### src/rtl/pmc_pkg.sv
package pmc_pkg;
  typedef enum logic [2:0] {
    ST_RUN  = 3'd0,
    ST_SLP  = 3'd1,
    ST_SSB  = 3'd2,
    ST_DSB  = 3'd3,
    ST_WPWR = 3'd4,
    ST_WCPG = 3'd5,
    ST_WCLK = 3'd6
  } pmc_state_e;

  localparam logic [1:0] MODE_RUN = 2'd0;
  localparam logic [1:0] MODE_SLP = 2'd1;
  localparam logic [1:0] MODE_SSB = 2'd2;
  localparam logic [1:0] MODE_DSB = 2'd3;
endpackage

### src/rtl/pmc_wake_filt.sv
module pmc_wake_filt #(
  parameter int              NIRQ          = 8,
  parameter logic [NIRQ-1:0] DEEP_IRQ_MASK = 8'h0F
) (
  input  logic            int_req_i,
  input  logic            nmi_i,
  input  logic [NIRQ-1:0] irq_i,
  input  logic            bus_err_i,
  input  logic            mrst_i,
  input  logic            por_i,
  output logic            wk_slp_o,
  output logic            wk_ssb_o,
  output logic            wk_dsb_o,
  output logic            rst_cause_o
);
  logic any_irq, deep_irq;

  assign any_irq     = |irq_i;
  assign deep_irq    = |(irq_i & DEEP_IRQ_MASK);
  assign rst_cause_o = mrst_i | por_i;
  assign wk_slp_o    = int_req_i | bus_err_i | nmi_i | any_irq | rst_cause_o;
  assign wk_ssb_o    = nmi_i | any_irq | rst_cause_o;
  assign wk_dsb_o    = nmi_i | deep_irq | rst_cause_o;
endmodule

### src/rtl/pmc_seq.sv
module pmc_seq
  import pmc_pkg::*;
#(
  parameter int SETTLE_CYC = 4
) (
  input  logic       clk_i,
  input  logic       rst_ni,
  input  logic       sleep_i,
  input  logic       stby_i,
  input  logic       deep_i,
  input  logic       wk_slp_i,
  input  logic       wk_ssb_i,
  input  logic       wk_dsb_i,
  input  logic       rst_cause_i,
  input  logic       por_i,
  output pmc_state_e state_o,
  output logic       wake_rst_o,
  output logic       ld_ret_o,
  output logic       clr_ret_o
);
  localparam int CW = (SETTLE_CYC > 1) ? $clog2(SETTLE_CYC) : 1;
  localparam logic [CW-1:0] CNT_LOAD = CW'(SETTLE_CYC - 1);

  pmc_state_e st_q, st_d, target;
  logic [CW-1:0] cnt_q, cnt_d;
  logic wrst_q, wrst_d, pend;

  always_comb begin
    if (!stby_i)      target = ST_SLP;
    else if (!deep_i) target = ST_SSB;
    else              target = ST_DSB;
    case (target)
      ST_SLP:  pend = wk_slp_i;
      ST_SSB:  pend = wk_ssb_i;
      default: pend = wk_dsb_i;
    endcase
  end

  always_comb begin
    st_d      = st_q;
    cnt_d     = cnt_q;
    wrst_d    = wrst_q;
    ld_ret_o  = 1'b0;
    clr_ret_o = 1'b0;
    case (st_q)
      ST_RUN: if (sleep_i && !pend) begin
        st_d     = target;
        wrst_d   = 1'b0;
        ld_ret_o = (target == ST_DSB);
      end
      ST_SLP: if (wk_slp_i) begin
        st_d   = ST_WCLK;
        wrst_d = rst_cause_i;
      end
      ST_SSB: if (wk_ssb_i) begin
        st_d   = ST_WCPG;
        cnt_d  = CNT_LOAD;
        wrst_d = rst_cause_i;
      end
      ST_DSB: if (wk_dsb_i) begin
        st_d      = ST_WPWR;
        wrst_d    = 1'b1;
        clr_ret_o = por_i;
      end
      ST_WPWR: begin
        st_d  = ST_WCPG;
        cnt_d = CNT_LOAD;
      end
      ST_WCPG: begin
        if (cnt_q == '0) st_d = ST_WCLK;
        else             cnt_d = cnt_q - 1'b1;
      end
      ST_WCLK: begin
        st_d      = ST_RUN;
        clr_ret_o = 1'b1;
      end
      default: st_d = ST_RUN;
    endcase
  end

  always_ff @(posedge clk_i or negedge rst_ni) begin
    if (!rst_ni) begin
      st_q   <= ST_RUN;
      cnt_q  <= '0;
      wrst_q <= 1'b0;
    end else begin
      st_q   <= st_d;
      cnt_q  <= cnt_d;
      wrst_q <= wrst_d;
    end
  end

  assign state_o    = st_q;
  assign wake_rst_o = wrst_q;

  assert_pend_ignore_R13: assert property (@(posedge clk_i) disable iff (!rst_ni)
    (st_q == ST_RUN && sleep_i && !stby_i && wk_slp_i) |=> st_q == ST_RUN);
  assert_ssb_hold_R6: assert property (@(posedge clk_i) disable iff (!rst_ni)
    (st_q == ST_SSB && !wk_ssb_i) |=> st_q == ST_SSB);
  assert_deep_wake_pwr_R9: assert property (@(posedge clk_i) disable iff (!rst_ni)
    (st_q == ST_DSB && wk_dsb_i) |=> st_q == ST_WPWR);
  assert_wclk_origin_R9: assert property (@(posedge clk_i) disable iff (!rst_ni)
    $rose(st_q == ST_WCLK) |-> ($past(st_q) == ST_WCPG || $past(st_q) == ST_SLP));
  assert_deep_wake_flag_R7: assert property (@(posedge clk_i) disable iff (!rst_ni)
    (st_q == ST_DSB && wk_dsb_i) |=> wrst_q);
endmodule

### src/rtl/pmc_mstop.sv
module pmc_mstop #(
  parameter int              NMOD         = 8,
  parameter logic [NMOD-1:0] POR_CLR_MASK = 8'h0F
) (
  input  logic            clk_i,
  input  logic            rst_ni,
  input  logic            we_i,
  input  logic [NMOD-1:0] d_i,
  input  logic            por_i,
  output logic [NMOD-1:0] stop_o
);
  logic [NMOD-1:0] stop_q;

  for (genvar i = 0; i < NMOD; i++) begin : g_bit
    if (POR_CLR_MASK[i]) begin : g_por
      always_ff @(posedge clk_i or negedge rst_ni) begin
        if (!rst_ni)    stop_q[i] <= 1'b0;
        else if (por_i) stop_q[i] <= 1'b0;
        else if (we_i)  stop_q[i] <= d_i[i];
      end
    end else begin : g_keep
      always_ff @(posedge clk_i or negedge rst_ni) begin
        if (!rst_ni)   stop_q[i] <= 1'b0;
        else if (we_i) stop_q[i] <= d_i[i];
      end
    end
  end

  assign stop_o = stop_q;

  assert_por_clear_R11: assert property (@(posedge clk_i) disable iff (!rst_ni)
    por_i |=> (stop_q & POR_CLR_MASK) == '0);
  assert_stop_hold_R10: assert property (@(posedge clk_i) disable iff (!rst_ni)
    (!we_i && !por_i) |=> $stable(stop_q));
endmodule

### src/rtl/pmc_ram_ret.sv
module pmc_ram_ret #(
  parameter int NBANK = 4
) (
  input  logic             clk_i,
  input  logic             rst_ni,
  input  logic             ld_i,
  input  logic             clr_i,
  input  logic [NBANK-1:0] keep_i,
  output logic [NBANK-1:0] ret_o
);
  logic [NBANK-1:0] ret_q;

  for (genvar b = 0; b < NBANK; b++) begin : g_bank
    always_ff @(posedge clk_i or negedge rst_ni) begin
      if (!rst_ni)    ret_q[b] <= 1'b0;
      else if (clr_i) ret_q[b] <= 1'b0;
      else if (ld_i)  ret_q[b] <= keep_i[b];
    end
  end

  assign ret_o = ret_q;

  assert_ret_load_R8: assert property (@(posedge clk_i) disable iff (!rst_ni)
    (ld_i && !clr_i) |=> ret_q == $past(keep_i));
  assert_ret_clear_R8: assert property (@(posedge clk_i) disable iff (!rst_ni)
    clr_i |=> ret_q == '0);
endmodule

### src/rtl/pwr_mode_ctrl.sv
module pwr_mode_ctrl
  import pmc_pkg::*;
#(
  parameter int               NMOD          = 8,
  parameter int               NBANK         = 4,
  parameter int               NIRQ          = 8,
  parameter int               SETTLE_CYC    = 4,
  parameter logic [NIRQ-1:0]  DEEP_IRQ_MASK = 8'h0F,
  parameter logic [NMOD-1:0]  POR_CLR_MASK  = 8'h0F
) (
  input  logic             clk_i,
  input  logic             rst_ni,
  input  logic             sleep_i,
  input  logic             stby_i,
  input  logic             deep_i,
  input  logic [NBANK-1:0] ram_keep_i,
  input  logic             mstop_we_i,
  input  logic [NMOD-1:0]  mstop_d_i,
  input  logic             rtc_start_i,
  input  logic             int_req_i,
  input  logic             nmi_i,
  input  logic [NIRQ-1:0]  irq_i,
  input  logic             bus_err_i,
  input  logic             mrst_i,
  input  logic             por_i,
  output logic [1:0]       mode_o,
  output logic             cpu_clk_en_o,
  output logic             cpg_en_o,
  output logic [NMOD-1:0]  per_clk_en_o,
  output logic             core_pwr_en_o,
  output logic [NBANK-1:0] ram_ret_o,
  output logic             rtc_en_o,
  output logic             self_refresh_o,
  output logic             wake_rst_o,
  output logic             wake_done_o
);
  pmc_state_e      state;
  logic            wk_slp, wk_ssb, wk_dsb, rst_cause, ld_ret, clr_ret, per_on;
  logic [NMOD-1:0] stop;

  pmc_wake_filt #(.NIRQ(NIRQ), .DEEP_IRQ_MASK(DEEP_IRQ_MASK)) u_filt (
    .int_req_i(int_req_i), .nmi_i(nmi_i), .irq_i(irq_i), .bus_err_i(bus_err_i),
    .mrst_i(mrst_i), .por_i(por_i), .wk_slp_o(wk_slp), .wk_ssb_o(wk_ssb),
    .wk_dsb_o(wk_dsb), .rst_cause_o(rst_cause)
  );

  pmc_seq #(.SETTLE_CYC(SETTLE_CYC)) u_seq (
    .clk_i(clk_i), .rst_ni(rst_ni), .sleep_i(sleep_i), .stby_i(stby_i),
    .deep_i(deep_i), .wk_slp_i(wk_slp), .wk_ssb_i(wk_ssb), .wk_dsb_i(wk_dsb),
    .rst_cause_i(rst_cause), .por_i(por_i), .state_o(state),
    .wake_rst_o(wake_rst_o), .ld_ret_o(ld_ret), .clr_ret_o(clr_ret)
  );

  pmc_mstop #(.NMOD(NMOD), .POR_CLR_MASK(POR_CLR_MASK)) u_mstop (
    .clk_i(clk_i), .rst_ni(rst_ni), .we_i(mstop_we_i), .d_i(mstop_d_i),
    .por_i(por_i), .stop_o(stop)
  );

  pmc_ram_ret #(.NBANK(NBANK)) u_ret (
    .clk_i(clk_i), .rst_ni(rst_ni), .ld_i(ld_ret), .clr_i(clr_ret),
    .keep_i(ram_keep_i), .ret_o(ram_ret_o)
  );

  always_comb begin
    mode_o         = MODE_RUN;
    cpu_clk_en_o   = 1'b0;
    cpg_en_o       = 1'b1;
    per_on         = 1'b0;
    core_pwr_en_o  = 1'b1;
    self_refresh_o = 1'b0;
    wake_done_o    = 1'b0;
    case (state)
      ST_RUN: begin
        cpu_clk_en_o = 1'b1;
        per_on       = 1'b1;
      end
      ST_SLP: begin
        mode_o = MODE_SLP;
        per_on = 1'b1;
      end
      ST_SSB: begin
        mode_o         = MODE_SSB;
        cpg_en_o       = 1'b0;
        self_refresh_o = 1'b1;
      end
      ST_DSB: begin
        mode_o         = MODE_DSB;
        cpg_en_o       = 1'b0;
        core_pwr_en_o  = 1'b0;
        self_refresh_o = 1'b1;
      end
      ST_WPWR: begin
        cpg_en_o       = 1'b0;
        self_refresh_o = 1'b1;
      end
      ST_WCPG: self_refresh_o = 1'b1;
      ST_WCLK: begin
        cpu_clk_en_o = 1'b1;
        per_on       = 1'b1;
        wake_done_o  = 1'b1;
      end
      default: ;
    endcase
  end

  assign per_clk_en_o = per_on ? ~stop : '0;
  assign rtc_en_o     = rtc_start_i;

  assert_pwr_off_deep_only_R4: assert property (@(posedge clk_i) disable iff (!rst_ni)
    !core_pwr_en_o |-> mode_o == MODE_DSB);
  assert_cpu_needs_cpg_R9: assert property (@(posedge clk_i) disable iff (!rst_ni)
    cpu_clk_en_o |-> (cpg_en_o && core_pwr_en_o));
  assert_done_pulse_R9: assert property (@(posedge clk_i) disable iff (!rst_ni)
    wake_done_o |=> !wake_done_o);
  assert_selfref_cpg_off_R3: assert property (@(posedge clk_i) disable iff (!rst_ni)
    !cpg_en_o |-> self_refresh_o);
  assert_ret_idle_run_R8: assert property (@(posedge clk_i) disable iff (!rst_ni)
    (cpu_clk_en_o && !wake_done_o) |-> ram_ret_o == '0);
endmodule

### config.mk
export PLATFORM = sky130hd
export DESIGN_NAME = pwr_mode_ctrl
export DESIGN_NICKNAME = d
export VERILOG_FILES = /design/src/rtl/pmc_pkg.sv /design/src/rtl/pmc_wake_filt.sv /design/src/rtl/pmc_seq.sv /design/src/rtl/pmc_mstop.sv /design/src/rtl/pmc_ram_ret.sv /design/src/rtl/pwr_mode_ctrl.sv
export SDC_FILE = /design/constraint.sdc
export NUM_CORES = 1
export LEC_CHECK = 0
export BUFFER_PORTS_ARGS = -buffer_cell sky130_fd_sc_hd__buf_2
export CORE_ASPECT_RATIO = 1.75
export CORE_MARGIN = 2
export CORE_UTILIZATION = 44
export DETAILED_ROUTE_END_ITERATION = 8
export MAX_ROUTING_LAYER = met4
export PLACE_DENSITY = 0.82
export SETUP_SLACK_MARGIN = 0.05
export SYNTH_ARGS = -nofsm -noshare
export SYNTH_HDL_FRONTEND = slang
export SYNTH_SLANG_ARGS = --single-unit
### constraint.sdc
create_clock -name clk_i -period 2.04 [get_ports clk_i]
set_input_delay 0.408 -clock clk_i [delete_from_list [all_inputs] [get_ports clk_i]]
set_output_delay 0.408 -clock clk_i [all_outputs]
set_load 0.01 [all_outputs]
==> impl_results.md <==
* Gr usage total at 0.2122
* Clock power share at 0.165
* Final Util at 0.6021
* Initial antenna violation count at 0
* Vias/cell at between 5 and 6
* Initial Utilization at 0.4562
* Internal power at ~850 µW
* Routed vias at 1016
* Unrepaired setup endpoints after global routing: no
* Clock root cell: clkbuf_8
* Tcrit/Tclk final at 0.9205
* DRT antenna net count at 0
* Sinks on Clock Net at 18
* Area leader, netlist: dfrtp_1
* Max Fclk at 532.5 MHz
* Resized Gates After CTS at 2
* Vias in the first global route at between 900 and 1000
* Synth Cell Area at just over 1000 µm²
* Peak fanout along the critical path at 15
* Die Wd at 40.70 µm
* Final Hold Vio Count at 0
* Fin crit period at 1.878 ns
* Num CTS Buffers at 3
* Sw Share at 0.4099
* Hold Buf Count CTS at 0
* Residual DRC count at 0
* DRT iter0 DRCs at 39
* Setup TNS Final at 0 ns
* Antenna fix cells at 0
* Synthesized net count at 142
* Slew of the pin with the lowest slew margin at 0.4050 ns
* Status: complete, no violations
* CTS H-tree depth at 1
* Nets at 196
* Leading post-synthesis cells by cell area: dfrtp_1 (43%), nor2_1 (6.9%), mux2_2 (5.4%)
* Total grt overflow at 0
* Die Area at 2777 µm²
* Layout cells sized above 1 at 0.4658
* Slew margin rel. at 0.7300
* Setup Viol. Count Final at 0
* Crit end category: primary output
* Synth top area share at 0.4343
* Drt wl/cell at roughly 14 µm
* Die height at 68.23 µm
* Avg Cell Area, Syn at 9.516 µm²
* Setup bufs post-CTS at 0
* Routability cong. at 0.8924
* Synth cell types at 32
* CTS max path bufs at 2
* Syn-to-layout area delta at 31.97%
* Worst Skew at about 0.0029 ns
* CP Launch Type: flip-flop
* #FFs+latches synth at 18
* Mapped Cells at 109
* First-pass GRT wire length at between 3 and 4 mm
* Clk Latency, worst-skew pair at ~0.25 ns
* Largest net degree at the start of global routing at 19
* Worst EP arrival at 1.47 ns
* P per Cell Area at roughly 1100 nW/µm²
* Worst path required time at ~1.6 ns
* Worst-path clk slew at around 0.060 ns
* DRT Pass-1 Iters at 4
* Port Buffers at 50
* P_leak at around 0.0007 µW
* Max cap viols at 0
* Slew Limit Fails at 0
* # rows at 23
* Post-DP HPWL at around 2.1 mm
* Sequential-to-total area share from yosys stat at 0.4343
* P_sw at 591.6 µW
* Worst IR Drop VDD at around 420 µV
* HP Class: in2async
* Final wirelength at 2.563 mm
* Core Region at 2273 µm²
* I/O pin count at between 50 and 60
* Gate power share at 0.462
* Syn. warnings at 0
* Crit Path Class: reg2out
* Sequential share of power at 0.373
* CTS tree: built
[logic make-up after synthesis]
family	count (synthesis)	share of synthesized area
simple gates	46	0.2376
mux	10	0.1037
flops	18	0.4343
compound gates	24	0.1653
buf+inv	10	0.04704
fa+ha+maj	1	0.01206
[path summary, 6_finish.rpt]
path	start	end	slack, ns	cells past startpoint
setup / recovery	u_seq.state_o[0]$_DFFE_PN0P_	per_clk_en_o[0]	0.16	5
min in group clk_i	ram_keep_i[1]	u_ret.ret_o[1]$_DFFE_PN0P_	0.39	2
max in group asynchronous	rst_ni	u_seq.state_o[1]$_DFFE_PN0P_	1.65	1
hold reg to reg	u_ret.ret_o[2]$_DFFE_PN0P_	u_ret.ret_o[2]$_DFFE_PN0P_	0.50	1
setup reg to reg	u_seq.state_o[0]$_DFFE_PN0P_	u_ret.ret_o[3]$_DFFE_PN0P_	0.48	5
hold / removal	rst_ni	u_mstop.stop_o[7]$_DFFE_PN0P_	0.08	1
[layout by cell type, fill, tap and decap left out, drive strengths merged, types with 2 or more instances in the layout]
cell and count:
o21ai 8, buf 55, clkbuf 3, dfrtp 18
nand2 11, nand3 3, inv 4, a21o 2
a22o 4, mux2i 4, a21oi 4, nor3 3
nor4 2, nand2b 3, nor2 19, a211oi 3
mux2 6
[critical path, cell delays in order, from the launching register on]
cell and delay [ns]:
dfrtp_2 0.50, nand2b_1 0.22, nand2_1 0.10, nand2_2 0.11, nor2_1 0.14, buf_2 0.14
[state kept, by name, summed over array words and instances (netlist names)]
signal            cells
u_seq.state_o         3
u_mstop.stop_o        8
u_ret.ret_o           4
u_seq.cnt_q           2
u_seq.wake_rst_o      1
[metal layers]
layer	up-vias	share of wire	wire (µm)	track usage
met1	479	0.38	971	0.2252
met3	4	0.061	157	0.02922
met4	0	0.015	38	0.08750
met5	-	0	0	-
met2	45	0.54	1396	0.3710
li1	488	-	-	-
[layout make-up]
class / count / area [µm²]
fillers: 207 / 904.6
multi-input cells: 81 / 540.5
flip-flops and latches: 18 / 452.9
well taps: 25 / 31.28
clock buffers: 3 / 41.29
repair buffers: 55 / 287.8
inverters: 4 / 15.01
[synth_stat cells (all sizes together)]
cell,n
nand2b,3
nand2,11
a21oi,4
inv,4
clkbuf,4
or3,1
a211oi,3
dfrtp,18
mux2,6
nor4,2
nor2b,1
a31oi,1
nand3,3
a22o,4
mux2i,4
nor3b,1
a311o,1
a21o,2
ha,1
nor3,3
buf,2
nor2,19
or2,1
o21ai,8
o31ai,1
nor4b,1
[stage by stage]
stage | cell area, µm² | total power (µW) | worst slack [ns] | std cells | hold slack [ns]
final | 1369 | 1443 | 0.1622 | 186 | 0.07890
after detailed placement | 1323 | 1203 | 0.005296 | 183 | 0.3556
after floorplan | 1037 | 936.3 | 0.1375 | 109 | 0.1124
after CTS | 1366 | 1447 | 0.07124 | 186 | 0.08847
after global placement | 1323 | 1170 | 0.04553 | 183 | 0.3467
after global routing | 1369 | 1558 | 0.05884 | 186 | 0.1022
[power groups by stage]
| stage | combinational (µW) | clock, µW | sequential (µW) |
|---|---|---|---|
| final | 666 | 239 | 538 |
| after global routing | 744 | 259 | 555 |
| after CTS | 667 | 242 | 538 |
| after detailed placement | 664 | 0 | 539 |
| after global placement | 641 | 0 | 529 |
| after floorplan | 470 | 0 | 467 |
No activity file was read; power rests on OpenSTA's default activity.
